===== src/rtl/rot_remap.sv =====
module rot_remap #(
  parameter int IDX_W = 6,
  parameter int OP_W  = 8
) (
  input  logic             clk,
  input  logic             rst,
  input  logic             in_valid,
  output logic             in_ready,
  input  logic             in_rot,
  input  logic [IDX_W-2:0] in_amt,
  input  logic [OP_W-1:0]  in_op,
  input  logic [IDX_W-1:0] in_sa,
  input  logic [IDX_W-1:0] in_sb,
  input  logic [IDX_W-1:0] in_dst,
  output logic             out_valid,
  input  logic             out_ready,
  output logic [OP_W-1:0]  out_op,
  output logic [IDX_W-1:0] out_sa,
  output logic [IDX_W-1:0] out_sa_pair,
  output logic [IDX_W-1:0] out_sb,
  output logic [IDX_W-1:0] out_sb_pair,
  output logic [IDX_W-1:0] out_dst,
  output logic [IDX_W-1:0] out_dst_pair
);

  localparam int WIN_W = IDX_W - 1;
  localparam int OFF_W = WIN_W - 1;

  logic [OFF_W-1:0] off;
  logic             take;

  function automatic logic [IDX_W-1:0] remap(input logic [IDX_W-1:0] r,
                                             input logic [OFF_W-1:0] o);
    logic [WIN_W-1:0] w;
    w = r[WIN_W-1:0] + {o, 1'b0};
    return r[IDX_W-1] ? {1'b1, w} : r;
  endfunction

  assign in_ready = !out_valid || out_ready;
  assign take     = in_valid && in_ready;

  always_ff @(posedge clk) begin
    if (rst) begin
      off <= '0;
    end else if (take && in_rot) begin
      off <= off + in_amt[WIN_W-1:1];
    end
  end

  always_ff @(posedge clk) begin
    if (rst) begin
      out_valid <= 1'b0;
    end else if (take) begin
      out_valid <= 1'b1;
    end else if (out_ready) begin
      out_valid <= 1'b0;
    end
  end

  always_ff @(posedge clk) begin
    if (rst) begin
      out_op       <= '0;
      out_sa       <= '0;
      out_sa_pair  <= '0;
      out_sb       <= '0;
      out_sb_pair  <= '0;
      out_dst      <= '0;
      out_dst_pair <= '0;
    end else if (take) begin
      out_op       <= in_op;
      out_sa       <= remap(in_sa, off);
      out_sa_pair  <= remap(in_sa ^ 1, off);
      out_sb       <= remap(in_sb, off);
      out_sb_pair  <= remap(in_sb ^ 1, off);
      out_dst      <= remap(in_dst, off);
      out_dst_pair <= remap(in_dst ^ 1, off);
    end
  end


  stall_hold_chk: assert property (@(posedge clk) disable iff (rst)
    out_valid && !out_ready |=> out_valid && $stable(out_sa) && $stable(out_sb)
      && $stable(out_dst) && $stable(out_op));


  off_quiet_chk: assert property (@(posedge clk) disable iff (rst)
    !(take && in_rot) |=> $stable(off));


  low_pass_chk: assert property (@(posedge clk) disable iff (rst)
    take && !in_sa[IDX_W-1] |=> out_sa == $past(in_sa));


  pair_link_chk: assert property (@(posedge clk) disable iff (rst)
    out_valid |-> (out_sa_pair == (out_sa ^ 1)) && (out_dst_pair == (out_dst ^ 1)));


  latency_chk: assert property (@(posedge clk) disable iff (rst)
    take |=> out_valid && out_op == $past(in_op));

endmodule


===== config.mk =====
export PLATFORM = sky130hd
export DESIGN_NAME = rot_remap
export DESIGN_NICKNAME = d
export VERILOG_FILES = /design/src/rtl/rot_remap.sv
export SDC_FILE = /design/constraint.sdc
export NUM_CORES = 1
export LEC_CHECK = 0
export CAP_MARGIN = 20
export CORE_UTILIZATION = 45
export CTS_CLUSTER_DIAMETER = 60
export DETAILED_ROUTE_END_ITERATION = 10
export GPL_TIMING_DRIVEN = 1
export PLACE_DENSITY = 0.82
export SLEW_MARGIN = 15
export SYNTH_ARGS = -nofsm -noshare
export SYNTH_HDL_FRONTEND = slang
export SYNTH_SLANG_ARGS = --single-unit

===== constraint.sdc =====
create_clock -name clk -period 6.2 [get_ports clk]
set_clock_uncertainty 0.2 [all_clocks]
set_input_delay 0.62 -clock clk [delete_from_list [all_inputs] [get_ports clk]]
set_output_delay 0.62 -clock clk [all_outputs]
set_load 0.005 [all_outputs]

==> reports/qor.csv, run 1 <==
metric;value;unit
setup_slack;3.62;ns
grt_setup_unrepaired;false;
leakagePower;1.06;nW
pre_cts_ws;3.60;ns
hpwl;2.83;mm
drcViolationCount;0;
drtIter0Drc;45;
core_region_area;0.00400;sq mm
worstPathRequired;5.38;ns
status;complete, no violations;
clk_latency;0.28;ns
cts_buffers;5;
num_rows;23;
cts_resized;0;
globalRouteTotalUtil;18.7;%
area_growth;41.0;%
drt-pass1-iter-count;4;
layout-drive-gt1-share;8.21;%
clkSinkCount;34;
clock_path_buffers;2;
routed_wl;3.92;mm
min_period;2.58;ns
cp-start-kind;input pin;
yosys_warnings;0;
max_stage_delay;0.51;ns
place_congestion;0.706;
ant_nets;0;
maxSlewHeadroom;69.8;%
grt_pass1_wl;6.30;mm
cp-end-kind;output pin;
htreeDepth;2;
ys_seq_elements;34;
yosysSeqAreaShare;36.1;%
max_freq;388;MHz
ff2ff_setup_slack;4.09;ns
synth_compound_gate_area_share;17.7;%
cp_slowest_cell;clkdlybuf4s50_1;
synth_fp_nets;259;
critPathTopFamily;buffers and inverters;
viasPerCell;5.03;
n_antenna_cell;0;
layout.nets;319;
cts_hold_buf;0;
vdd_drop_max;0.121;mV
final_area;0.00266;sq mm
synth-simple-area-share;13.6;%
cts_root_buffer;clkbuf_8;
fp.dieW;66.8;um
synth_adder_area_share;12.2;%
fp.dieH;66.8;um
min_period_over_period;41.6;%
arrival;1.76;ns
hold_class;flop to flop;
yosys.area_share.xor_xnor;4.64;%
crit_chain;clkdlybuf4s50_1, nor2b_4, inv_2, clkdlybuf4s50_1;
synth.distinct_cells;28;
hold-worst-slack;0.253;ns
worst-setup-path-type;input pin to output pin;
finalCoreUtilization;66.5;%
tritoncts;yes;
path_max_fanout;5;
grt_pass1_vias;1416;
grt_max_degree;38;
num_io_pins;82;
cap_violations;0;
setup_viol;0;
dieArea;0.00446;sq mm
crit_top_cell;clkdlybuf4s50_1;
placed_area;0.00256;sq mm
synth_top_family_by_area;compound AO/OA/AOI/OAI gates;
io_buffers;80;
routedWlPerCell;12.3;um
antenna_found_initial;0;
grt_overflow;0;
start_util;47.2;%
worst-path-buf-inv;3;
tightestPinTransition;0.452;ns
cts.reportedPaths.clkPinSlew;0.07;ns
maxSlewViolCount;0;
syn_avg_cell_area;9.12;sq um
finalHoldViolCount;0;
fin_tns_setup;0;ns
vias;1601;
cts_setup_buffers;0;
power_density;209;mW/mm^2
synth_cells;207;
netlist_area;0.00189;sq mm
synth.area.mux_share;5.37;%
kinds of logic (layout without fill, tap and decap cells):
kind of cell | count (synthesis) | in the layout
xor gates and xnor gates | 10 | 10
DFF | 34 | 34
and+or+nand+nor | 61 | 61
adders and majority gates | 16 | 16
AOI/OAI and AO/OA | 47 | 47
buffers and inverters | 29 | 90
muxes | 10 | 10
report_power, final:
part           leakage, nW  total [mW]  switching [mW]  internal (mW)
logic                0.732       0.139          0.0550         0.0845
registers            0.280       0.246          0.0122          0.234
clock network       0.0472       0.171          0.0819         0.0892
total                 1.06       0.557           0.149          0.408
metrics by stage:
| stage | power, mW | cells |
|---|---|---|
| floorplan | 0.328 | 207 |
| global placement | 0.388 | 310 |
| detailed placement | 0.392 | 310 |
| CTS | 0.566 | 318 |
| global route | 0.588 | 318 |
| finish | 0.557 | 318 |
cell usage after synthesis (all sizes together):
cell    number  area share (%)
buf         21             8.8
dfxtp       34              36
clkbuf       7             1.4
a21o         4             1.6
mux2         1            0.60
ha          12             8.0
mux2i        9             4.8
a211oi       9             5.7
xnor2       10             4.6
nor2        15             3.0
and2         1            0.46
inv          1            0.20
nand2b       1            0.33
a221oi       3             1.4
nor2b        2             1.1
a21boi       3             1.2
o211ai       3             1.2
a21oi       22             5.8
nand2       40             8.1
nor3b        1            0.40
nor3         1            0.26
fa           4             4.2
o21ai        3            0.80
flip-flops by register name, indices dropped and copies added, names as in the netlist:
name / flops
out_sa: 6
out_valid: 1
out_sb_pair: 1
out_dst_pair: 1
out_op: 8
out_sb: 6
off: 4
out_sa_pair: 1
out_dst: 6
placed cells by master (no fill, tap or decap), types with 4 or more instances in the layout:
master and n:
dfxtp_1 34, ha_1 12, a211oi_2 8, fa_1 4
nor2_1 15, a21oi_1 22, mux2i_1 9, xnor2_1 10
clkbuf_8 6, nand2_1 39, clkdlybuf4s50_1 80, a21o_1 4
path summary, 6_finish.rpt:
check,startpoint,end,depth (start not counted)
worst max register to register,off[1]$_SDFFE_PP0P_,off[3]$_SDFFE_PP0P_,5
worst min register to register,out_op[4]$_SDFFE_PP0P_,out_op[4]$_SDFFE_PP0P_,2
worst max-delay path,out_ready,in_ready,4
worst min-delay path,out_op[4]$_SDFFE_PP0P_,out_op[4]$_SDFFE_PP0P_,2
final cells by class:
class	instances	area [sq um]
inverters	1	3.75
clock inverters	2	12.5
multi-input cells	144	1010
flip-flops and latches	34	681
clock buffers	6	82.6
fillers	363	1340
repair buffers	81	808
well taps	50	62.6
worst min-delay path, cell delays in order, from the launching register on:
cell	delay, ns
dfxtp_1	0.31
nand2_1	0.05
a21oi_1	0.05
metal layers:
| layer | wire length, um | global-route usage [%] |
|---|---|---|
| met1 | 1700 | 21.6 |
| met2 | 1950 | 32.6 |
| met3 | 221 | 4.45 |
| met4 | 49 | 7.98 |
| met5 | 0 | 0 |
Power figures use the tool's default switching activity.
==> inputs of run 2 (changes only) <==
--- a/config.mk
+++ b/config.mk
@@ -6,11 +6,11 @@
 export NUM_CORES = 1
 export LEC_CHECK = 0
 export CAP_MARGIN = 20
-export CORE_UTILIZATION = 45
+export CORE_UTILIZATION = 38
 export CTS_CLUSTER_DIAMETER = 60
 export DETAILED_ROUTE_END_ITERATION = 10
 export GPL_TIMING_DRIVEN = 1
-export PLACE_DENSITY = 0.82
+export PLACE_DENSITY = 0.73
 export SLEW_MARGIN = 15
 export SYNTH_ARGS = -nofsm -noshare
 export SYNTH_HDL_FRONTEND = slang
==> constraint.sdc (replaced) <==
create_clock -name clk -period 2.3 [get_ports clk]
set_clock_uncertainty 0.2 [all_clocks]
set_input_delay 0.23 -clock clk [delete_from_list [all_inputs] [get_ports clk]]
set_output_delay 0.23 -clock clk [all_outputs]
set_load 0.005 [all_outputs]
==> run 2 against run 1 <==
  * Die area is 18% higher
  * Design area is 4.2% higher
  * First-iteration DRC count fell by 27%
  * Largest cell class unchanged
  * Register-to-register slack worse by 3.6 ns
  * Critical path depth rose by 2
  * Combinational power grew to 2.8 times the previous value
  * Total power increased to 3.1 times the previous value
  * Non-clock buffer count increased by 4
  * Hold slack better by 0.0026 ns
  * Critical path type is now input pin to flop
  * Sequential share of layout area shrank 1.0 points
  * Sequential power grew to 2.7 times the previous value
  * Clock power rose to 4.0 times the previous value
==> reports/qor.csv, run 2 (synthesis gave the netlist of run 1 again) <==
metric;value;unit;change
status;complete, no violations;;
area_growth;46.9;%;
cp-end-kind;flop;;
dieArea;0.00525;sq mm;+18%
drt-pass1-iter-count;4;;unchanged
grt_pass1_vias;1558;;+10%
vdd_drop_max;0.279;mV;+130%
fin_tns_setup;0;ns;unchanged
n_antenna_cell;0;;unchanged
power;1.73;mW;+210%
finalCoreUtilization;58.3;%;-8.2 points
arrival;1.90;ns;+0.14 ns
globalRouteTotalUtil;17.1;%;-1.6 points
hold_class;flop to flop;;
max_stage_delay;0.46;ns;-0.05 ns
n_fill_cell;449;;+24%
hpwl;3.20;mm;+13%
min_period;1.93;ns;
min_from;out_op[4]$_SDFFE_PP0P_;;
core_region_area;0.00475;sq mm;+19%
crit_chain;clkdlybuf4s50_1, ha_1, a21o_1, a21oi_1, mux2i_1, mux2_2;;
largest-register;out_op;;
timing.rr.end;off[3]$_SDFFE_PP0P_;;
fp.dieH;72.5;um;+8.6%
min_period_over_period;84.1;%;
htreeDepth;2;;unchanged
multiInputGateArea;0.00101;sq mm;unchanged
switchingPower;400;uW;+170%
min_to;out_op[4]$_SDFFE_PP0P_;;
ff2ff_setup_slack;0.46;ns;-3.63 ns
leakagePower;1.11;nW;+4.6%
worst-setup-path-type;input pin to flop;;
max_freq;517;MHz;
r2r-start;off[0]$_SDFFE_PP0P_;;
p_comb_share;22.6;%;-2.4 points
antenna_found_initial;0;;unchanged
drcViolationCount;0;;unchanged
start_util;39.7;%;-7.5 points
cap_violations;0;;unchanged
reg2regPathDepth;5;;unchanged
num_rows;25;;+8.7%
fp.dieW;72.5;um;+8.6%
path_max_fanout;2;;-3
hold_depth;2;;unchanged
grt_max_degree;25;;-34%
ant_nets;0;;unchanged
drtIter0Drc;33;;-27%
num_io_pins;82;;unchanged
tightestPinTransition;0.341;ns;-0.110 ns
power_density;624;mW/mm^2;+200%
place_congestion;0.707;;+0.13%
pwr-share-clk;39.2;%;+8.5 points
routed_wl;4.18;mm;+6.5%
regArea;681;sq um;unchanged
clk_latency;0.28;ns;about the same
seqPwrFrac;38.3;%;-5.9 points
cts_hold_buf;0;;unchanged
layout.nets;323;;+1.3%
cts_setup_buffers;0;;unchanged
clkSinkCount;34;;unchanged
cp-start-kind;input pin;;
final_cell_mix;clkdlybuf4s50_1 (80), nand2_1 (39), dfxtp_1 (34);;
tritoncts;yes;;
worstPathRequired;2.27;ns;-3.11 ns
viasPerCell;4.73;;-6.0%
final_common_cell;clkdlybuf4s50_1;;
vias;1604;;+0.19%
maxSlewHeadroom;77.2;%;+7.4 points
grt_overflow;0;;unchanged
layout-drive-gt1-share;9.56;%;+1.3 points
cp_slowest_cell;clkdlybuf4s50_1;;
p_int;1.33;mW;+230%
finalHoldViolCount;0;;unchanged
routedWlPerCell;12.3;um;about the same
setup_viol;0;;unchanged
p_sw_share;23.1;%;-3.6 points
io_buffers;80;;unchanged
cts_buffers;5;;unchanged
clock_path_buffers;2;;unchanged
cts_resized;0;;unchanged
cts_root_buffer;clkbuf_8;;
grt_pass1_wl;6.91;mm;+9.7%
maxSlewViolCount;0;;unchanged
cts.reportedPaths.clkPinSlew;0.07;ns;about the same
grt_setup_unrepaired;false;;
largest_reg_flops;8;;unchanged
-- run 2: changes by cell type in the layout (fill, tap and decap cells not counted), sizes merged --
| cell | previous run | this run |
|---|---|---|
| buf | 1 | 5 |
| bufinv | 0 | 2 |
| clkinv | 1 | 0 |
| clkinvlp | 1 | 0 |
-- run 2: power by group through the flow --
stage | clock network [mW] | registers [mW] | logic [mW]
2_1_floorplan | 0 | 0.677 | 0.208
3_3_place_gp | 0 | 0.673 | 0.384
3_5_place_dp | 0 | 0.676 | 0.394
4_1_cts | 0.690 | 0.663 | 0.396
5_1_grt | 0.722 | 0.669 | 0.430
6_report | 0.677 | 0.662 | 0.391
-- run 2: through the flow --
stage | setup WS (ns) | instance area (sq um) | cells | hold WS, ns
global route | 0.281 | 2770 | 339 | 0.293
floorplan | 0.322 | 1890 | 207 | 0.122
global placement | 0.0910 | 2630 | 331 | 0.241
finish | 0.366 | 2770 | 339 | 0.255
CTS | 0.355 | 2770 | 339 | 0.256
detailed placement | 0.0868 | 2630 | 331 | 0.246
-- run 2: worst max-delay path: cells and delay by family --
kind | cells | cell delay [ns]
buf+inv | 1 | 0.46
fa+ha+maj | 1 | 0.31
mux | 2 | 0.57
compound gates | 2 | 0.34
-- run 2: cell type report --
| class | count | area share (%) |
|---|---|---|
| multi-input combinational | 144 | 36.4 |
| timing repair buffer | 85 | 30.7 |
| sequential | 34 | 24.6 |
| tap | 67 | 3.02 |
| clock buffer | 6 | 2.98 |
| clock inverter | 2 | 2.17 |
| inverter | 1 | 0.135 |
-- run 2: routing by layer --
layer,share of wire (%),vias up,track usage [%]
met2,50,45,30.9
met5,0,-,0
met1,44,741,19.4
met3,5.7,5,5.00
li1,-,813,-
met4,1.0,0,4.79
-- run 2: how the worst max path moves through the flow --
stage,slack (ns),start,end
floorplan,0.32,off[1]$_SDFFE_PP0P_,off[3]$_SDFFE_PP0P_
global placement,0.09,in_amt[2],off[3]$_SDFFE_PP0P_
detailed placement,0.09,in_amt[2],off[3]$_SDFFE_PP0P_
CTS,0.36,in_amt[2],off[3]$_SDFFE_PP0P_
global route,0.28,in_amt[2],off[3]$_SDFFE_PP0P_
finish,0.37,in_amt[2],off[3]$_SDFFE_PP0P_
==> inputs of run 3 (changes only) <==
==> constraint.sdc (replaced) <==
create_clock -name clk -period 1.7 [get_ports clk]
set_clock_uncertainty 0.2 [all_clocks]
set_input_delay 0.17 -clock clk [delete_from_list [all_inputs] [get_ports clk]]
set_output_delay 0.17 -clock clk [all_outputs]
set_load 0.005 [all_outputs]
==> run 3 against run 2 <==
  * The flow now finishes with violations (negative setup slack)
  * Sequential power rose by 35%
  * Total power rose by 37%
  * Combinational power rose by 53%
  * Non-clock buffer count rose by 14
  * Largest power group is now registers
  * Highest routed layer unchanged
==> reports/qor.csv, run 3 (synthesis gave the netlist of run 1 again) <==
metric;value;unit;change
status;finished, violations left;;
failed_checks;negative setup slack;;
p_sw_share;24.3;%;+1.2 points
final_cell_mix;clkdlybuf4s50_1 (77), nand2_1 (39), dfxtp_1 (32);;
cp-start-kind;flop;;
layout.nets;337;;+4.3%
setup_viol;3;;+3
p_int;1.79;mW;+34%
cp-end-kind;flop;;
worst-setup-path-type;flop to flop;;
maxSlewViolCount;0;;unchanged
grt_max_degree;25;;unchanged
place_congestion;0.702;;-0.81%
worstPathRequired;1.67;ns;-0.60 ns
grt_pass1_wl;7.07;mm;+2.2%
htreeDepth;2;;unchanged
num_io_pins;82;;unchanged
place_inst;343;;+3.6%
crit_chain;ha_4, a21o_1, a21oi_2, mux2i_1, mux2_2;;
fp.dieW;72.5;um;unchanged
reg2regPathDepth;5;;unchanged
start_util;39.7;%;unchanged
largest_reg_flops;8;;unchanged
largest-register;out_op;;
path_max_fanout;6;;+4
num_rows;25;;unchanged
switchingPower;575;uW;+44%
finalHoldViolCount;0;;unchanged
clock_path_buffers;2;;unchanged
cp_slowest_cell;dfxtp_4;;
setup_slack;-0.0454;ns;-0.412 ns
power_density;787;mW/mm^2;+26%
grt_overflow;0;;unchanged
fp.dieH;72.5;um;unchanged
dieArea;0.00525;sq mm;unchanged
grt_setup_unrepaired;true;;
globalRouteTotalUtil;17.4;%;+0.29 points
hpwl;3.27;mm;+2.2%
maxSlewHeadroom;79.2;%;+2.1 points
cts_root_buffer;clkbuf_8;;
clkSinkCount;34;;unchanged
hold_depth;3;;+1
pwr-share-clk;36.7;%;-2.5 points
io_buffers;80;;unchanged
drcViolationCount;0;;unchanged
layoutNonFillerInstCount;353;;+4.1%
arrival;1.72;ns;-0.18 ns
ff2ff_setup_slack;-0.05;ns;-0.51 ns
drtIter0Drc;60;;+82%
leakagePower;1.20;nW;+8.5%
vias;1652;;+3.0%
max_stage_delay;0.40;ns;-0.06 ns
hold-worst-slack;0.201;ns;-0.0549 ns
final_common_cell;clkdlybuf4s50_1;;
seqPwrFrac;38.0;%;-0.3 points
area_growth;59.1;%;
antenna_found_initial;0;;unchanged
tritoncts;yes;;
cts.reportedPaths.clkPinSlew;0.07;ns;about the same
min_to;out_dst[2]$_SDFFE_PP0P_;;
ant_nets;0;;unchanged
min_period;1.75;ns;
grt_pass1_vias;1607;;+3.1%
r2r-start;off[1]$_SDFFE_PP0P_;;
timing.rr.end;off[3]$_SDFFE_PP0P_;;
viasPerCell;4.68;;-1.1%
routed_wl;4.35;mm;+4.0%
n_antenna_cell;0;;unchanged
layout-drive-gt1-share;19.6;%;+10 points
min_period_over_period;103;%;
finalCoreUtilization;63.1;%;+4.8 points
cts_hold_buf;0;;unchanged
hold_class;input pin to flop;;
routedWlPerCell;12.3;um;-0.13%
final_area;0.00300;sq mm;+8.3%
drt-pass1-iter-count;4;;unchanged
min_from;in_dst[2];;
cap_violations;0;;unchanged
clk_latency;0.28;ns;about the same
vdd_drop_max;0.404;mV;+45%
max_freq;573;MHz;
placed_area;0.00278;sq mm;+5.6%
tightestPinTransition;0.311;ns;-0.0306 ns
core_region_area;0.00475;sq mm;unchanged
p_comb_share;25.3;%;+2.7 points
cts_buffers;5;;unchanged
[run 3: repair_timing]
item                                    in CTS  in global routing
buffers inserted                             2                  0
resized for setup                            4                 14
endpoints found under the setup margin       6                  9
pin swaps                                    6                  8
[run 3: routing by layer]
layer | up-vias | GRT usage (%) | share of wire [%]
met5 | - | 0 | 0
met4 | 0 | 5.23 | 1.3
met3 | 6 | 5.28 | 5.8
met2 | 50 | 28.8 | 48
met1 | 750 | 21.7 | 45
li1 | 846 | - | -
[run 3: worst max-delay path by stage]
stage	startpoint	to	slack [ns]
6_report	off[1]$_SDFFE_PP0P_	off[3]$_SDFFE_PP0P_	-0.05
5_1_grt	off[1]$_SDFFE_PP0P_	off[3]$_SDFFE_PP0P_	-0.1
4_1_cts	off[1]$_SDFFE_PP0P_	off[3]$_SDFFE_PP0P_	-0.07
3_5_place_dp	in_amt[2]	off[3]$_SDFFE_PP0P_	-0.44
3_3_place_gp	in_amt[2]	off[3]$_SDFFE_PP0P_	-0.41
2_1_floorplan	off[1]$_SDFFE_PP0P_	off[3]$_SDFFE_PP0P_	-0.05
[run 3: cell type report]
type,instances,area (sq um)
repair buffers,99,997
multi-input cells,144,1090
clock inverters,1,30.0
clock buffers,7,108
inverters,1,3.75
flip-flops and latches,34,688
well taps,67,83.8
fillers,427,1750
[run 3: power groups by stage]
stage | registers, mW | clock network, mW | logic [mW]
6_report | 0.897 | 0.867 | 0.598
5_1_grt | 0.905 | 0.917 | 0.658
4_1_cts | 0.897 | 0.886 | 0.585
3_5_place_dp | 0.916 | 0 | 0.576
3_3_place_gp | 0.912 | 0 | 0.563
2_1_floorplan | 0.916 | 0 | 0.283
[run 3: worst max-delay path, delay by kind of cell (launching register included)]
family | cells | cell delay, ns
multiplexers | 2 | 0.55
flip-flops | 1 | 0.40
AO/OA/AOI/OAI | 2 | 0.28
adder cells (fa/ha/maj) | 1 | 0.20
[run 3: per-stage QoR]
step	setup slack, ns	total power [mW]	setup TNS, ns
2_1_floorplan	-0.0466	1.20	-0.0466
3_3_place_gp	-0.411	1.48	-2.51
3_5_place_dp	-0.437	1.49	-2.90
4_1_cts	-0.0689	2.37	-0.0817
5_1_grt	-0.0998	2.48	-0.327
6_report	-0.0454	2.36	-0.0885
